`src/rtl/dram_ref_pkg.sv`:
```
package dram_ref_pkg;
    typedef enum logic [2:0] {
        ST_PWRUP  = 3'd0,
        ST_CSETUP = 3'd1,
        ST_RASLO  = 3'd2,
        ST_PRECH  = 3'd3,
        ST_IDLE   = 3'd4
    } ref_st_e;
endpackage

```
`src/rtl/dram_ref_tick.sv`:
```
module dram_ref_tick #(
    parameter int INTERVAL = 1560
) (
    input  logic clk,
    input  logic rst_n,
    input  logic en_i,
    output logic tick_o
);
    localparam int TW = (INTERVAL > 1) ? $clog2(INTERVAL) : 1;

    logic [TW-1:0] tmr_d, tmr_q;
    logic          wrap;

    always_comb begin
        wrap  = (tmr_q == TW'(INTERVAL - 1));
        tmr_d = tmr_q;
        if (en_i) begin
            tmr_d = wrap ? '0 : tmr_q + 1'b1;
        end
        tick_o = en_i && wrap;
    end

    always_ff @(posedge clk or negedge rst_n) begin
        if (!rst_n) tmr_q <= '0;
        else        tmr_q <= tmr_d;
    end
endmodule

```
`src/rtl/dram_ref_pend.sv`:
```
module dram_ref_pend #(
    parameter int PEND_MAX = 8
) (
    input  logic clk,
    input  logic rst_n,
    input  logic tick_i,
    input  logic take_i,
    output logic nonzero_o
);
    localparam int PW = $clog2(PEND_MAX + 1);

    logic [PW-1:0] cnt_d, cnt_q;
    logic [PW-1:0] after_take;

    always_comb begin
        after_take = take_i ? cnt_q - 1'b1 : cnt_q;
        cnt_d      = after_take;
        if (tick_i && (after_take < PW'(PEND_MAX))) begin
            cnt_d = after_take + 1'b1;
        end
        nonzero_o = (cnt_q != '0);
    end

    always_ff @(posedge clk or negedge rst_n) begin
        if (!rst_n) cnt_q <= '0;
        else        cnt_q <= cnt_d;
    end
endmodule

```
`src/rtl/dram_ref_row.sv`:
```
module dram_ref_row #(
    parameter int ROW_W = 9
) (
    input  logic             clk,
    input  logic             rst_n,
    input  logic             adv_i,
    output logic [ROW_W-1:0] row_o
);
    logic [ROW_W-1:0] row_d, row_q;

    always_comb begin
        row_d = adv_i ? row_q + 1'b1 : row_q;
        row_o = row_q;
    end

    always_ff @(posedge clk or negedge rst_n) begin
        if (!rst_n) row_q <= '0;
        else        row_q <= row_d;
    end
endmodule

```
`src/rtl/dram_refresh_seq.sv`:
```
module dram_refresh_seq #(
    parameter int PWRUP_CYC      = 20000,
    parameter int INIT_REFRESHES = 8,
    parameter int REF_INTERVAL   = 1560,
    parameter int T_CSR          = 1,
    parameter int T_CHR          = 1,
    parameter int T_RAS          = 6,
    parameter int T_RP           = 5,
    parameter int PEND_MAX       = 8,
    parameter int ROW_W          = 9
) (
    input  logic             clk,
    input  logic             rst_n,
    input  logic             use_cbr_i,
    input  logic             grant_i,
    output logic             req_o,
    output logic             ras_n_o,
    output logic             cas_lo_n_o,
    output logic             cas_hi_n_o,
    output logic [ROW_W-1:0] row_addr_o,
    output logic             ready_o
);
    import dram_ref_pkg::*;

    localparam int M1     = (PWRUP_CYC > T_RAS) ? PWRUP_CYC : T_RAS;
    localparam int M2     = (M1 > T_RP) ? M1 : T_RP;
    localparam int M3     = (M2 > T_CSR) ? M2 : T_CSR;
    localparam int CNT_W  = $clog2(M3 + 1);
    localparam int INIT_W = $clog2(INIT_REFRESHES + 1);

    typedef struct packed {
        ref_st_e           st;
        logic [CNT_W-1:0]  cnt;
        logic              cbr;
        logic [INIT_W-1:0] init_left;
        logic              rdy;
    } seq_t;

    seq_t q, d;
    logic tick, pend_nz, take, adv, launch, cas_on;

    dram_ref_tick #(.INTERVAL(REF_INTERVAL)) u_tick (
        .clk(clk), .rst_n(rst_n), .en_i(q.rdy), .tick_o(tick)
    );

    dram_ref_pend #(.PEND_MAX(PEND_MAX)) u_pend (
        .clk(clk), .rst_n(rst_n), .tick_i(tick), .take_i(take),
        .nonzero_o(pend_nz)
    );

    dram_ref_row #(.ROW_W(ROW_W)) u_row (
        .clk(clk), .rst_n(rst_n), .adv_i(adv), .row_o(row_addr_o)
    );

    always_comb begin
        d      = q;
        take   = 1'b0;
        adv    = 1'b0;
        launch = 1'b0;
        req_o  = q.rdy && (q.st == ST_IDLE) && pend_nz;

        unique case (q.st)
            ST_PWRUP: begin
                d.cnt = q.cnt + 1'b1;
                if (q.cnt == CNT_W'(PWRUP_CYC - 1)) launch = 1'b1;
            end
            ST_CSETUP: begin
                d.cnt = q.cnt + 1'b1;
                if (q.cnt == CNT_W'(T_CSR - 1)) begin
                    d.st  = ST_RASLO;
                    d.cnt = '0;
                end
            end
            ST_RASLO: begin
                d.cnt = q.cnt + 1'b1;
                if (q.cnt == CNT_W'(T_RAS - 1)) begin
                    d.st  = ST_PRECH;
                    d.cnt = '0;
                    adv   = !q.cbr;
                end
            end
            ST_PRECH: begin
                d.cnt = q.cnt + 1'b1;
                if (q.cnt == CNT_W'(T_RP - 1)) begin
                    if (q.init_left != '0) begin
                        launch = 1'b1;
                    end else begin
                        d.st  = ST_IDLE;
                        d.cnt = '0;
                        d.rdy = 1'b1;
                    end
                end
            end
            ST_IDLE: begin
                if (req_o && grant_i) begin
                    launch = 1'b1;
                    take   = 1'b1;
                end
            end
            default: d.st = ST_IDLE;
        endcase

        if (launch) begin
            d.cbr = use_cbr_i;
            d.st  = use_cbr_i ? ST_CSETUP : ST_RASLO;
            d.cnt = '0;
            if (!q.rdy) d.init_left = q.init_left - 1'b1;
        end

        cas_on     = (q.st == ST_CSETUP) ||
                     ((q.st == ST_RASLO) && q.cbr && (q.cnt < CNT_W'(T_CHR)));
        ras_n_o    = (q.st != ST_RASLO);
        cas_lo_n_o = !cas_on;
        cas_hi_n_o = !cas_on;
        ready_o    = q.rdy;
    end

    always_ff @(posedge clk or negedge rst_n) begin
        if (!rst_n) begin
            q.st        <= ST_PWRUP;
            q.cnt       <= '0;
            q.cbr       <= 1'b0;
            q.init_left <= INIT_W'(INIT_REFRESHES);
            q.rdy       <= 1'b0;
        end else begin
            q <= d;
        end
    end
endmodule

```
`config.mk`:
```
export PLATFORM = sky130hd
export DESIGN_NAME = dram_refresh_seq
export DESIGN_NICKNAME = d
export VERILOG_FILES = /design/src/rtl/dram_ref_pkg.sv /design/src/rtl/dram_ref_tick.sv /design/src/rtl/dram_ref_pend.sv /design/src/rtl/dram_ref_row.sv /design/src/rtl/dram_refresh_seq.sv
export SDC_FILE = /design/constraint.sdc
export NUM_CORES = 1
export LEC_CHECK = 0
export CORE_ASPECT_RATIO = 0.7
export CORE_MARGIN = 10
export CORE_UTILIZATION = 63
export DETAILED_ROUTE_END_ITERATION = 10
export GPL_TIMING_DRIVEN = 0
export PLACE_DENSITY = 0.94
export SETUP_SLACK_MARGIN = 0.3
export SYNTH_ARGS = -nofsm -noshare
export SYNTH_HDL_FRONTEND = slang
export SYNTH_SLANG_ARGS = --single-unit
```
`constraint.sdc`:
```
create_clock -name clk -period 4.7 [get_ports clk]
set_clock_uncertainty 0.2 [all_clocks]
set_input_delay 0.705 -clock clk [delete_from_list [all_inputs] [get_ports clk]]
set_output_delay 0.705 -clock clk [all_outputs]
set_load 0.03 [all_outputs]
```
After elaboration in Yosys (flattened, before gate mapping)
Index checks and enable logic that the tools add are counted.
{ "classes": {"n_mux": 20, "shift": 0, "n_eq_ne": 14, "multipliers": 0, "reduce_logical": 19, "bitwise_logic": 2, "n_div": 0, "n_lt_le_gt_ge": 2, "add_sub_neg": 6} }
{ "ops": {"columns": ["operator", "n"], "rows": [
  ["$mux 18", 4],
  ["$pmux 15 s4", 1],
  ["$eq 15x3->1 const B", 2],
  ["$mux 23", 1],
  ["$add 15x1->15 const B", 1],
  ["$eq 15x15->1 const B", 1],
  ["$logic_not 15->1", 1],
  ["$lt 15x1->1 const B", 1],
  ["$mux 4", 3],
  ["$ne 3x3->1 const B", 4],
  ["$pmux 3 s4", 1],
  ["$add 11x1->11 const B", 1],
  ["$eq 11x11->1 const B", 1],
  ["$mux 11", 1],
  ["$add 9x1->9 const B", 1],
  ["$reduce_bool 4->1", 2],
  ["$sub 4x1->4 const B", 2],
  ["$logic_and 1x1->1", 7],
  ["$mux 1", 7],
  ["$eq 3x2->1 const B", 2],
  ["$reduce_and 5->1", 1],
  ["$reduce_bool 5->1", 1],
  ["$add 4x1->4 const B", 1],
  ["$lt 4x4->1 const B", 1],
  ["13 further kinds", 15]
]} }
{ "word_totals": {"memories": 0, "in_bits": 4, "ff_bits": 48, "rom_bits": 0, "elab_cells": 71, "latchBits": 0, "output_inout_bits": 14, "mem_bits_rw": 0} }

Longest topological paths before layout
{ "logic_depth": {"depth_word": 10, "ltp_mapped": 11} }

Hierarchy
From an unflattened synthesis, not the netlist that was laid out.
{ "unflattened": {"cells_unflattened": 280, "area_unflattened_um2": 2786.4} }
{ "modules_own_cells": {"columns": ["module", "area_each_um2", "n_inst", "cells_each"], "rows": [
  ["dram_refresh_seq", 1500.2, 1, 163],
  ["dram_ref_tick", 574.3, 1, 56],
  ["dram_ref_row", 387.9, 1, 29],
  ["dram_ref_pend", 324.1, 1, 32]
]} }

Worst setup path before layout
Ideal clock, no wire load.
{ "synth_timing": {"path_type": "register -> output", "from": "register q[9] (netlist name)", "to": "output port cas_lo_n_o", "path_slack_ps": 1912, "t_arrival_ps": 1883, "path_stages_with_launch": 6, "cell_sequence": "dfrtp_1 nor4_1 nand4_2 nor3_1 o21ai_0 buf_4"} }
{ "synth_between": {"elab_chain_cells": 4} }
{ "synth_lines": {"columns": ["element", "line", "text"], "rows": [
  ["start, declared", "dram_refresh_seq.sv:39", "seq_t q, d;"],
  ["$lt 15x1->1", "dram_refresh_seq.sv:111", "((q.st == ST_RASLO) && q.cbr && (q.cnt < CNT_W'(T_CHR)));"],
  ["$logic_and 1x1->1", "dram_refresh_seq.sv:111", null],
  ["$logic_or 1x1->1", "dram_refresh_seq.sv:110", "cas_on = (q.st == ST_CSETUP) ||"],
  ["$logic_not 1->1", null, null],
  ["end, declared", "dram_refresh_seq.sv:18", "output logic cas_lo_n_o,"]
]} }
Every way passes these cells.

Final worst setup path
{ "layout_timing": {"from": "register q[11] (netlist name)", "to": "output port cas_lo_n_o"} }
{ "layout_between": {"elab_chain_cells": 4} }
{ "layout_lines": {"columns": ["element", "line", "text"], "rows": [
  ["$lt 15x1->1", "dram_refresh_seq.sv:111", null],
  ["$logic_and 1x1->1", "dram_refresh_seq.sv:111", null],
  ["$logic_or 1x1->1", "dram_refresh_seq.sv:110", null],
  ["$logic_not 1->1", "dram_refresh_seq.sv:113", "cas_lo_n_o = !cas_on;"]
]} }
Every way passes these cells.

==> impl_metrics.env <==
export IMPL_fin_tns_setup_ns=0
export IMPL_numCtsBuffers=5
export IMPL_vias=2316
export IMPL_synth_top_family_by_area="simple AND/OR/NAND/NOR gates"
export IMPL_synth_area_mux_share_pct=2.61
export IMPL_stdcell_area_sq_mm=0.00315
export IMPL_die_area_sq_mm=0.00751
export IMPL_peakVddDrop_mv=0.258
export IMPL_totalWireLength_mm=6.11
export IMPL_setup_ws_ns=1.06
export IMPL_synth_seq_cells=48
export IMPL_synth_fa_ha_area_share_pct=3.60
export IMPL_hold_class="primary input to async pin"
export IMPL_rsz0062_at_grt="no"
export IMPL_root_buffer="clkbuf_8"
export IMPL_holdBufCountCts=0
export IMPL_final_max_slew_viol_count=0
export IMPL_status="finished, final reports clean"
export IMPL_rows=20
export IMPL_clock_fmax_ghz=0.275
export IMPL_htree_num_levels=2
export IMPL_worst_setup_hold_path_clk_slew_ns=0.09
export IMPL_cts_resized=0
export IMPL_syn_avg_cell_area_sq_um=9.62
export IMPL_utilization_pct=73.1
export IMPL_power_total_mw=0.722
export IMPL_dpl_hpwl_mm=4.32
export IMPL_syn_num_nets=301
export IMPL_finalSetupViolCount=0
export IMPL_portBuffers=17
export IMPL_nFillCells=316
export IMPL_path_cells="nor4_2, nand4_2, nor3_1, o21ai_0, buf_4, clkdlybuf4s50_1"
export IMPL_drt_initial_drc_count=224
export IMPL_place_area_sq_mm=0.00303
export IMPL_fin_crit_sh_pct=77.4
export IMPL_ant_nets=0
export IMPL_cap_violations=0
export IMPL_fin_cells=370
export IMPL_insertedDiodeCount=0
export IMPL_ys_seq_area_share_pct=43.2
export IMPL_cp_end_kind="primary output"
export IMPL_dp_cells=362
export IMPL_first_global_vias=2205
export IMPL_r2r_slack_ns=1.83
export IMPL_first_pass_iters=4
export IMPL_cts_tree="yes"
export IMPL_multiInputGateArea_sq_mm=0.00148
export IMPL_synthArstFlopShare_pct=100
export IMPL_p_per_area_mw_per_mm2=230
export IMPL_cts_buffer_depth=2
export IMPL_die_w_microns=99.4
export IMPL_grt_ovfl_total=0
export IMPL_worstSetupPathType="flop to primary output"
export IMPL_required_ns=3.80
export IMPL_regArea_sq_mm=0.00120
export IMPL_period_needed_ns=3.64
export IMPL_arrival_ns=2.73
export IMPL_ys_types=60
export IMPL_area_growth_pct=13.1
export IMPL_synth_edf_count=0
export IMPL_core_sq_mm=0.00430
export IMPL_start_util_pct=64.6
export IMPL_grt_max_degree=36
export IMPL_viasPerCell=6.26
export IMPL_path_delay_family="simple AND/OR/NAND/NOR gates"
export IMPL_dieHeight_microns=75.6
export IMPL_drive_gt1_share_pct=11.4
export IMPL_critPathMaxFanout=10
export IMPL_grt_pass1_wl_mm=10.4
export IMPL_synth_compound_gate_area_share_pct=11.7
export IMPL_place_congestion=0.881
export IMPL_num_nets_final=326
export IMPL_synth_ff_type="dfrtp_1"
export IMPL_synthSimpleGateAreaFrac_pct=27.6
export IMPL_synth_yosys_warnings=0
export IMPL_worst_pin_slew_ns=0.671
export IMPL_hold_violations=0
export IMPL_final_common_cell="dfrtp_1"
export IMPL_clock_sinks=48
export IMPL_synth_cells=289
export IMPL_cts_setup_buffers=0
export IMPL_antenna_found_initial=0
export IMPL_synth_xor_area_share_pct=7.56
export IMPL_hold_slack_ns=0.0948
export IMPL_crit_slowest_cell="clkdlybuf4s50_1"
export IMPL_clk_latency_ns=0.30
export IMPL_p_leak_nw=1.33
export IMPL_wl_per_cell_microns=16.5
export IMPL_max_slew_margin_pct=54.9
export IMPL_route_detailed_drc=0
export IMPL_max_stage_delay_ns=0.59
export IMPL_boundaryPins=18
export IMPL_grtUsageTotal_pct=16.9
export IMPL_dp_slack_ns=1.45
export IMPL_path_buf_inv=2
export IMPL_synth_area_sq_mm=0.00278
export IMPL_mostFrequentLayoutCells="dfrtp_1, nand2_1, nand3_1"
export IMPL_cp_start_kind="flop"
==> final timing paths <==
path,endpoint,cells past startpoint,startpoint
setup reg to reg,u_pend.cnt_q[2],10,u_pend.cnt_q[0]
min in group clk,u_row.row_o[8],1,u_row.row_o[8]
setup / recovery,cas_lo_n_o,6,q[11]
max in group asynchronous,q[4],2,rst_n
hold / removal,u_tick.tmr_q[9],1,rst_n
hold reg to reg,u_row.row_o[8],1,u_row.row_o[8]
==> registers in the layout (all words and copies together), names as in the netlist <==
name,cells
ready_o,1
u_pend.cnt_q,4
u_tick.tmr_q,11
q,23
u_row.row_o,9
==> cell families (layout without fill, tap and decap cells) <==
logic type	after synthesis	in the layout
simple gates	132	132
flops	48	48
compound gates	47	47
xor+xnor	24	24
buf+inv	24	50
fa+ha+maj	8	8
mux	6	6
==> cells in the mapped netlist, drive strengths merged (3+ instances only) <==
| master | n | share of area [%] |
|---|---|---|
| o31ai | 9 | 2.4 |
| nand3b | 4 | 1.1 |
| a41oi | 4 | 1.3 |
| nand3 | 20 | 3.6 |
| and4 | 3 | 1.0 |
| xor2 | 8 | 2.5 |
| and3 | 6 | 1.4 |
| inv | 15 | 2.0 |
| buf | 5 | 1.1 |
| clkbuf | 4 | 0.54 |
| nor3 | 8 | 1.4 |
| nand2b | 3 | 0.77 |
| ha | 8 | 3.6 |
| dfrtp | 47 | 42 |
| nor4 | 5 | 2.1 |
| mux2 | 4 | 1.9 |
| a21oi | 5 | 0.90 |
| xnor2 | 16 | 5.0 |
| o21ai | 12 | 2.2 |
| nand2 | 30 | 4.3 |
| and2 | 6 | 1.4 |
| nand4 | 11 | 2.7 |
| nor2 | 20 | 3.1 |
==> report_power, final <==
part	total, mW	switching [mW]	internal (mW)
combinational	0.0123	0.00872	0.00360
clock	0.297	0.140	0.157
sequential	0.413	0	0.413
total	0.722	0.149	0.574
==> layout make-up <==
class / count / area share (%)
buffer: 9 / 1.43
clock buffer: 5 / 2.19
clock inverter: 3 / 1.35
inverter: 15 / 1.79
multi-input combinational: 217 / 46.9
sequential: 48 / 38.2
tap: 55 / 2.19
timing repair buffer: 18 / 5.89
==> routing by layer <==
metal  vias to the layer above  wire length (microns)  track usage [%]
met5                         -                      0                0
met4                         0                     85             6.81
met3                        14                    543             4.44
met2                       114                   2610             25.1
met1                      1096                   2870             23.1
li1                       1092                      -                -
Power figures use the tool's default switching activity.
